--- src/rtl/i2c_rom_pkg.sv ---
package i2c_rom_pkg;

  localparam int BYTE_W = 8;
  localparam int ADDR_W = 8;
  localparam int DEPTH  = 1 << ADDR_W;
  localparam int IMG_W  = DEPTH * BYTE_W;
  localparam int TICK_W = 5;

  // counter positions: control byte ends at 9, address byte ends at 17
  localparam logic [TICK_W-1:0] T_FIRST   = TICK_W'(1);
  localparam logic [TICK_W-1:0] T_CMD_END = TICK_W'(BYTE_W + 1);
  localparam logic [TICK_W-1:0] T_ADR_END = TICK_W'(2 * BYTE_W + 1);

  typedef logic [BYTE_W-1:0] byte_t;
  typedef logic [ADDR_W-1:0] addr_t;

  function automatic logic [IMG_W-1:0] default_image();
    logic [IMG_W-1:0] img;
    img = '0;
    img[0*BYTE_W +: BYTE_W] = 8'h80;
    img[1*BYTE_W +: BYTE_W] = 8'h08;
    img[2*BYTE_W +: BYTE_W] = 8'h04;
    img[3*BYTE_W +: BYTE_W] = 8'h0D;
    img[4*BYTE_W +: BYTE_W] = 8'h0A;
    img[5*BYTE_W +: BYTE_W] = 8'h01;
    img[6*BYTE_W +: BYTE_W] = 8'h40;
    img[7*BYTE_W +: BYTE_W] = 8'h00;
    return img;
  endfunction

endpackage

--- src/rtl/i2c_line_watch.sv ---
module i2c_line_watch (
  input  logic scl_q_i,
  input  logic sda_q_i,
  input  logic scl_n_i,
  input  logic sda_n_i,
  output logic start_o,
  output logic stop_o,
  output logic rise_o,
  output logic steady_o
);

  logic held_high;

  // clock high across the update while data moves: bus condition
  assign held_high = scl_q_i & scl_n_i & (sda_q_i ^ sda_n_i);
  assign start_o   = held_high & ~sda_n_i;
  assign stop_o    = held_high &  sda_n_i;
  assign rise_o    = ~scl_q_i & scl_n_i;
  assign steady_o  = (sda_q_i == sda_n_i);

endmodule

--- src/rtl/i2c_rom_image.sv ---
module i2c_rom_image
  import i2c_rom_pkg::*;
#(
  parameter logic [IMG_W-1:0] IMAGE = default_image()
) (
  input  addr_t addr_i,
  output byte_t byte_o
);

  assign byte_o = IMAGE[addr_i*BYTE_W +: BYTE_W];

endmodule

--- src/rtl/i2c_rom_seq.sv ---
module i2c_rom_seq
  import i2c_rom_pkg::*;
(
  input  logic  clk,
  input  logic  rst_n,
  input  logic  upd_i,
  input  logic  sda_i,
  input  logic  scl_i,
  input  logic  start_i,
  input  logic  stop_i,
  input  logic  rise_i,
  input  logic  steady_i,
  input  byte_t rom_byte_i,
  output addr_t rom_addr_o,
  output logic  scl_q_o,
  output logic  sda_q_o
);

  logic              scl_q, scl_d;
  logic              sda_q, sda_d;
  logic              ack_q, ack_d;
  logic [TICK_W-1:0] tick_q, tick_d;
  byte_t             cmd_q, cmd_d;
  addr_t             addr_q, addr_d;
  byte_t             data_q, data_d;
  addr_t             addr_shift;

  assign addr_shift = {addr_q[ADDR_W-2:0], sda_i};
  assign rom_addr_o = addr_shift;

  always_comb begin
    scl_d  = scl_i;
    sda_d  = sda_i;
    ack_d  = ack_q;
    tick_d = tick_q;
    cmd_d  = cmd_q;
    addr_d = addr_q;
    data_d = data_q;
    if (start_i) begin
      tick_d = T_FIRST;
      cmd_d  = '0;
    end else if (stop_i) begin
      // stop: only the stored levels move
    end else if (tick_q == '0 && !ack_q) begin
      // idle: wait for a start
    end else if (rise_i) begin
      if (ack_q) begin
        sda_d = 1'b0;
        ack_d = 1'b0;
      end else if (steady_i) begin
        if (tick_q < T_CMD_END) begin
          cmd_d  = {cmd_q[BYTE_W-2:0], sda_i};
          tick_d = tick_q + 1'b1;
          if (tick_q == T_CMD_END - 1'b1) ack_d = 1'b1;
        end else if (tick_q < T_ADR_END) begin
          if (cmd_q[0]) sda_d = data_q[BYTE_W-1];
          addr_d = addr_shift;
          data_d = {data_q[BYTE_W-2:0], 1'b0};
          tick_d = tick_q + 1'b1;
          if (tick_q == T_ADR_END - 1'b1) begin
            data_d = rom_byte_i;
            ack_d  = 1'b1;
            tick_d = '0;
          end
        end else begin
          sda_d = 1'b0;
        end
      end
    end
  end

  always_ff @(posedge clk or negedge rst_n) begin
    if (!rst_n) begin
      scl_q  <= 1'b1;
      sda_q  <= 1'b1;
      ack_q  <= 1'b0;
      tick_q <= '0;
      cmd_q  <= '0;
      addr_q <= '0;
      data_q <= '0;
    end else if (upd_i) begin
      scl_q  <= scl_d;
      sda_q  <= sda_d;
      ack_q  <= ack_d;
      tick_q <= tick_d;
      cmd_q  <= cmd_d;
      addr_q <= addr_d;
      data_q <= data_d;
    end
  end

  assign scl_q_o = scl_q;
  assign sda_q_o = sda_q;

  AST_START_ARMS: assert property (@(posedge clk) disable iff (!rst_n)
    upd_i && start_i |=> tick_q == T_FIRST && cmd_q == '0 && !sda_q);
  AST_STOP_INERT: assert property (@(posedge clk) disable iff (!rst_n)
    upd_i && stop_i |=> $stable(tick_q) && $stable(ack_q) && $stable(cmd_q));
  AST_IDLE_IGNORES: assert property (@(posedge clk) disable iff (!rst_n)
    upd_i && !start_i && tick_q == '0 && !ack_q |=> tick_q == '0 && !ack_q && sda_q == $past(sda_i));
  AST_GLITCH_DROPPED: assert property (@(posedge clk) disable iff (!rst_n)
    upd_i && rise_i && !steady_i && !ack_q |=> $stable(tick_q) && $stable(cmd_q));
  AST_ACK_PULLS_LOW: assert property (@(posedge clk) disable iff (!rst_n)
    upd_i && rise_i && ack_q |=> !sda_q && !ack_q);
  AST_CMD_DONE: assert property (@(posedge clk) disable iff (!rst_n)
    upd_i && rise_i && steady_i && !ack_q && tick_q == T_CMD_END - 1'b1 |=> ack_q && tick_q == T_CMD_END);
  AST_ADDR_DONE: assert property (@(posedge clk) disable iff (!rst_n)
    upd_i && rise_i && steady_i && !ack_q && tick_q == T_ADR_END - 1'b1 |=> ack_q && tick_q == '0);
  AST_NO_STROBE_HOLD: assert property (@(posedge clk) disable iff (!rst_n)
    !upd_i |=> $stable(sda_q) && $stable(tick_q) && $stable(data_q));

endmodule

--- src/rtl/i2c_rom_slave.sv ---
module i2c_rom_slave
  import i2c_rom_pkg::*;
#(
  parameter logic [IMG_W-1:0] IMAGE = default_image()
) (
  input  logic clk,
  input  logic rst_n,
  input  logic upd_i,
  input  logic scl_i,
  input  logic sda_i,
  output logic sda_o
);

  logic [1:0] rst_pipe;
  logic       rst_int_n;
  logic       scl_q, sda_q;
  logic       start, stop, rise, steady;
  addr_t      rom_addr;
  byte_t      rom_byte;

  // asynchronous assertion, synchronous release
  always_ff @(posedge clk or negedge rst_n) begin
    if (!rst_n) rst_pipe <= '0;
    else        rst_pipe <= {rst_pipe[0], 1'b1};
  end
  assign rst_int_n = rst_pipe[1];

  i2c_line_watch u_watch (
    .scl_q_i (scl_q),
    .sda_q_i (sda_q),
    .scl_n_i (scl_i),
    .sda_n_i (sda_i),
    .start_o (start),
    .stop_o  (stop),
    .rise_o  (rise),
    .steady_o(steady)
  );

  i2c_rom_image #(.IMAGE(IMAGE)) u_image (
    .addr_i(rom_addr),
    .byte_o(rom_byte)
  );

  i2c_rom_seq u_seq (
    .clk       (clk),
    .rst_n     (rst_int_n),
    .upd_i     (upd_i),
    .sda_i     (sda_i),
    .scl_i     (scl_i),
    .start_i   (start),
    .stop_i    (stop),
    .rise_i    (rise),
    .steady_i  (steady),
    .rom_byte_i(rom_byte),
    .rom_addr_o(rom_addr),
    .scl_q_o   (scl_q),
    .sda_q_o   (sda_q)
  );

  assign sda_o = sda_q;

endmodule

--- config.mk ---
export PLATFORM = sky130hd
export DESIGN_NAME = i2c_rom_slave
export DESIGN_NICKNAME = d
export VERILOG_FILES = /design/src/rtl/i2c_rom_pkg.sv /design/src/rtl/i2c_line_watch.sv /design/src/rtl/i2c_rom_image.sv /design/src/rtl/i2c_rom_seq.sv /design/src/rtl/i2c_rom_slave.sv
export SDC_FILE = /design/constraint.sdc
export NUM_CORES = 1
export LEC_CHECK = 0
export BUFFER_PORTS_ARGS = -buffer_cell sky130_fd_sc_hd__buf_4
export CORE_ASPECT_RATIO = 0.9
export CORE_UTILIZATION = 55
export CTS_CLUSTER_SIZE = 14
export DETAILED_ROUTE_END_ITERATION = 7
export GPL_TIMING_DRIVEN = 0
export MAX_ROUTING_LAYER = met4
export PLACE_DENSITY = 0.72
export SLEW_MARGIN = 20
export SYNTH_ARGS = -nofsm -noshare
export SYNTH_HDL_FRONTEND = slang
export SYNTH_SLANG_ARGS = --single-unit
--- constraint.sdc ---
create_clock -name clk -period 1.8 [get_ports clk]
set_input_delay 0.09 -clock clk [delete_from_list [all_inputs] [get_ports clk]]
set_output_delay 0.09 -clock clk [all_outputs]
set_load 0.02 [all_outputs]
==> metrics.txt <==
Setup TNS -1.999 ns; worst skew pair latency 0.36 ns; Overall Global Routing Usage 24.94%; R2R Setup Slk -0.14 ns; Layout Nets 164; vias in the first global route 1008; first-pass GRT wire length 5009 um; sequential share of the synthesized area 44.77%; WL/cell 19.03 um; Pwr Density 913.4 nW/um^2; Routability Congestion 0.8302; Max Clock Skew 0.03146 ns; status finished with violations; post-synth top area cell dfrtp_1; CTS tree yes; Unique masters post-synth 48; Final Critical Period 1.944 ns; cells along the critical path inv_2, ha_4, or4b_4, nand4_4, nor2_4, buf_8, mux2_4; final WL 3501 um; Period Utilization, post-route 108.0%; DRC violations left 0; leakage power 0.8462 nW; Die Footprint 2863 sq um; largest vdd supply drop 0.0008770 V; EDFF count, synth 0; Critical Path End u_seq.addr_q[2]; syn_area_per_cell 11.67 sq um; critical path startpoint u_seq.tick_q[1]; Synth async-reset ratio 100.0%; total grt overflow 0; slowest cell delay on critical path 0.49 ns; non-filler cells, final 184; Main synth FF type dfrtp_1; DR iter-0 viols 68; num ports 6; CP Capture Type register; Setup WS pre-CTS -0.2293 ns; post-synth top area share 41.17%; Synth Register Bits 26; Tightest Pin Transition 0.5732 ns; required time of the critical path 2.03 ns; clk sinks 26; CP max stage cell dfrtp_2; DR vias/cell 6.359; post-synthesis cell area 1459 sq um; Reg2Reg Depth 7; drt first pass iters 4; Final HPWL DP 1801 um; ratio of cells with drive above 1 in the final layout 45.51%; ranking of synthesized cells by area dfrtp_1 (41%), mux2_4 (7.2%), a32o_1 (4.1%); unrepaired setup endpoints after global routing yes; Syn Inst Count 125; row count 17; kind of critical path reg -> reg; overall power 0.001737 W; Core Util, Final 76.42%; CTS Buf Count 3; Hold Crit Class in -> reg; maximum buffer depth of the clock tree 2; routed vias 1170; Hold Vio Cnt, Final 0; r2r endpoint u_seq.addr_q[2]; Synth Warn # 0; Slew headroom 61.50%; Root Buffer clkbuf_4; top post-synthesis cells by count dfrtp_1 (24), inv_1 (9), nand2_1 (8); Reg-to-Reg Start u_seq.tick_q[1]; Fillers 143; failing checks setup timing; final slew viol count 0; initial antenna violation count 0; Die Wd 56.29 um; dpl cells 158; worst-path fanout max 5; Layout area overhead 30.36%; final critical-path setup slack -0.1443 ns; pin count of the biggest net entering global routing 25; H-tree Lvls 1; IO Port Bufs 5; number of diodes 0; top-count cell post-synth dfrtp_1; Detail Route Antenna Nets 0; Max Fclk 514.3 MHz; Finish-stage setup viols 21; core area 2489 sq um; syn nets 132; Startpoint Class register; die height 50.86 um; Initial Utilization 58.62%; WP data arrival 2.17 ns; Worst-path clk slew 0.17 ns; maxcap violations 0
[worst min path at each step]
| stage | start | to | slack, ns | depth (start not counted) |
|---|---|---|---|---|
| after floorplan | rst_n | rst_pipe[0] | -0.21 | 0 |
| after global placement | rst_n | rst_pipe[1] | -0.13 | 1 |
| after detailed placement | rst_n | rst_pipe[1] | -0.13 | 1 |
| after CTS | scl_i | u_seq.scl_q_o | 0.006 | 2 |
| after global routing | upd_i | u_seq.scl_q_o | -0.001 | 2 |
| final | upd_i | u_seq.scl_q_o | 0.004 | 2 |
[cell type report]
cell class | instances | area [sq um] | share of cell area [%]
tap | 28 | 35.03 | 1.842
timing repair buffer | 28 | 260.3 | 13.68
buffer | 5 | 60.06 | 3.158
clock buffer | 3 | 22.52 | 1.184
multi-input combinational | 84 | 803.3 | 42.24
sequential | 26 | 656.9 | 34.54
inverter | 9 | 33.78 | 1.776
clock inverter | 1 | 30.03 | 1.579
[what timing repair did]
action                                 in CTS  in global routing
setup endpoints to repair                  21                 23
hold buffers                                1                  1
gates resized for setup                    20                  6
pin swaps                                   5                  4
endpoints found under the hold margin       2                  1
cloned                                      1                  0
buffers inserted                           14                  6
[critical path, delay by kind of cell (launching register included)]
kind	cells	cell delay, ns
muxes	1	0.29
and+or+nand+nor	3	0.66
buffers and inverters	2	0.23
adders and majority gates	1	0.14
DFF	1	0.49
[power by group]
| group | internal [W] | leakage (nW) | total [W] | switching, W |
|---|---|---|---|---|
| logic | 0.000334 | 0.494 | 0.000614 | 0.000280 |
| clock network | 0.000226 | 0.0279 | 0.000421 | 0.000195 |
| registers | 0.000636 | 0.325 | 0.000703 | 0.0000668 |
| total | 0.00120 | 0.846 | 0.00174 | 0.000541 |
[layer usage]
layer  vias to the layer above  part of all wire [%]  global-route usage [%]  wire length, um
met1                       595                    45                   34.45             1587
met3                        11                   5.1                   5.316              177
li1                        526                     -                       -                -
met5                         -                     0                       -                0
met4                         0                   2.5                   10.57               88
met2                        38                    47                   36.11             1648
[state kept, by name, summed over array words and instances, names as in the netlist]
register,flops
u_seq.addr_q,7
rst_pipe,2
u_seq.tick_q,5
u_seq.scl_q_o,1
u_seq.sda_q_o,1
u_seq.cmd_q,1
u_seq.ack_q,1
u_seq.data_q,8
[logic make-up after synthesis]
family	after synthesis	share of synthesized area (%)
other	1	0.2570
flip-flops	26	44.77
buffers and inverters	15	5.745
AND/OR/NAND/NOR	35	15.87
XOR/XNOR	3	1.801
AO/OA/AOI/OAI	29	17.50
adder cells (fa/ha/maj)	2	1.715
multiplexers	14	12.35
[stage by stage]
stage,instance area [sq um],hold slack (ns)
CTS,1810,0.005747
global route,1902,-0.0009776
detailed placement,1535,-0.1260
global placement,1535,-0.1278
finish,1902,0.003976
floorplan,1463,-0.2056
[layout by cell type, fill, tap and decap left out, drive strengths merged, types with 2 or more instances in the layout]
| master | synthesis | routed |
|---|---|---|
| or3 | 2 | 2 |
| o31ai | 3 | 3 |
| nor2 | 4 | 4 |
| buf | 5 | 30 |
| o21ai | 6 | 6 |
| dfrtp | 24 | 24 |
| o211ai | 2 | 2 |
| ha | 2 | 2 |
| clkbuf | 1 | 4 |
| o41ai | 3 | 3 |
| and2 | 2 | 2 |
| inv | 9 | 9 |
| nand2 | 8 | 8 |
| dlygate4sd3 | 0 | 2 |
| a32o | 6 | 6 |
| dfstp | 2 | 2 |
| xnor2 | 2 | 2 |
| mux2i | 3 | 3 |
| mux2 | 11 | 11 |
| nor3 | 2 | 2 |
| nand3 | 6 | 6 |
Note: power is estimated with default switching activity, not from simulation.
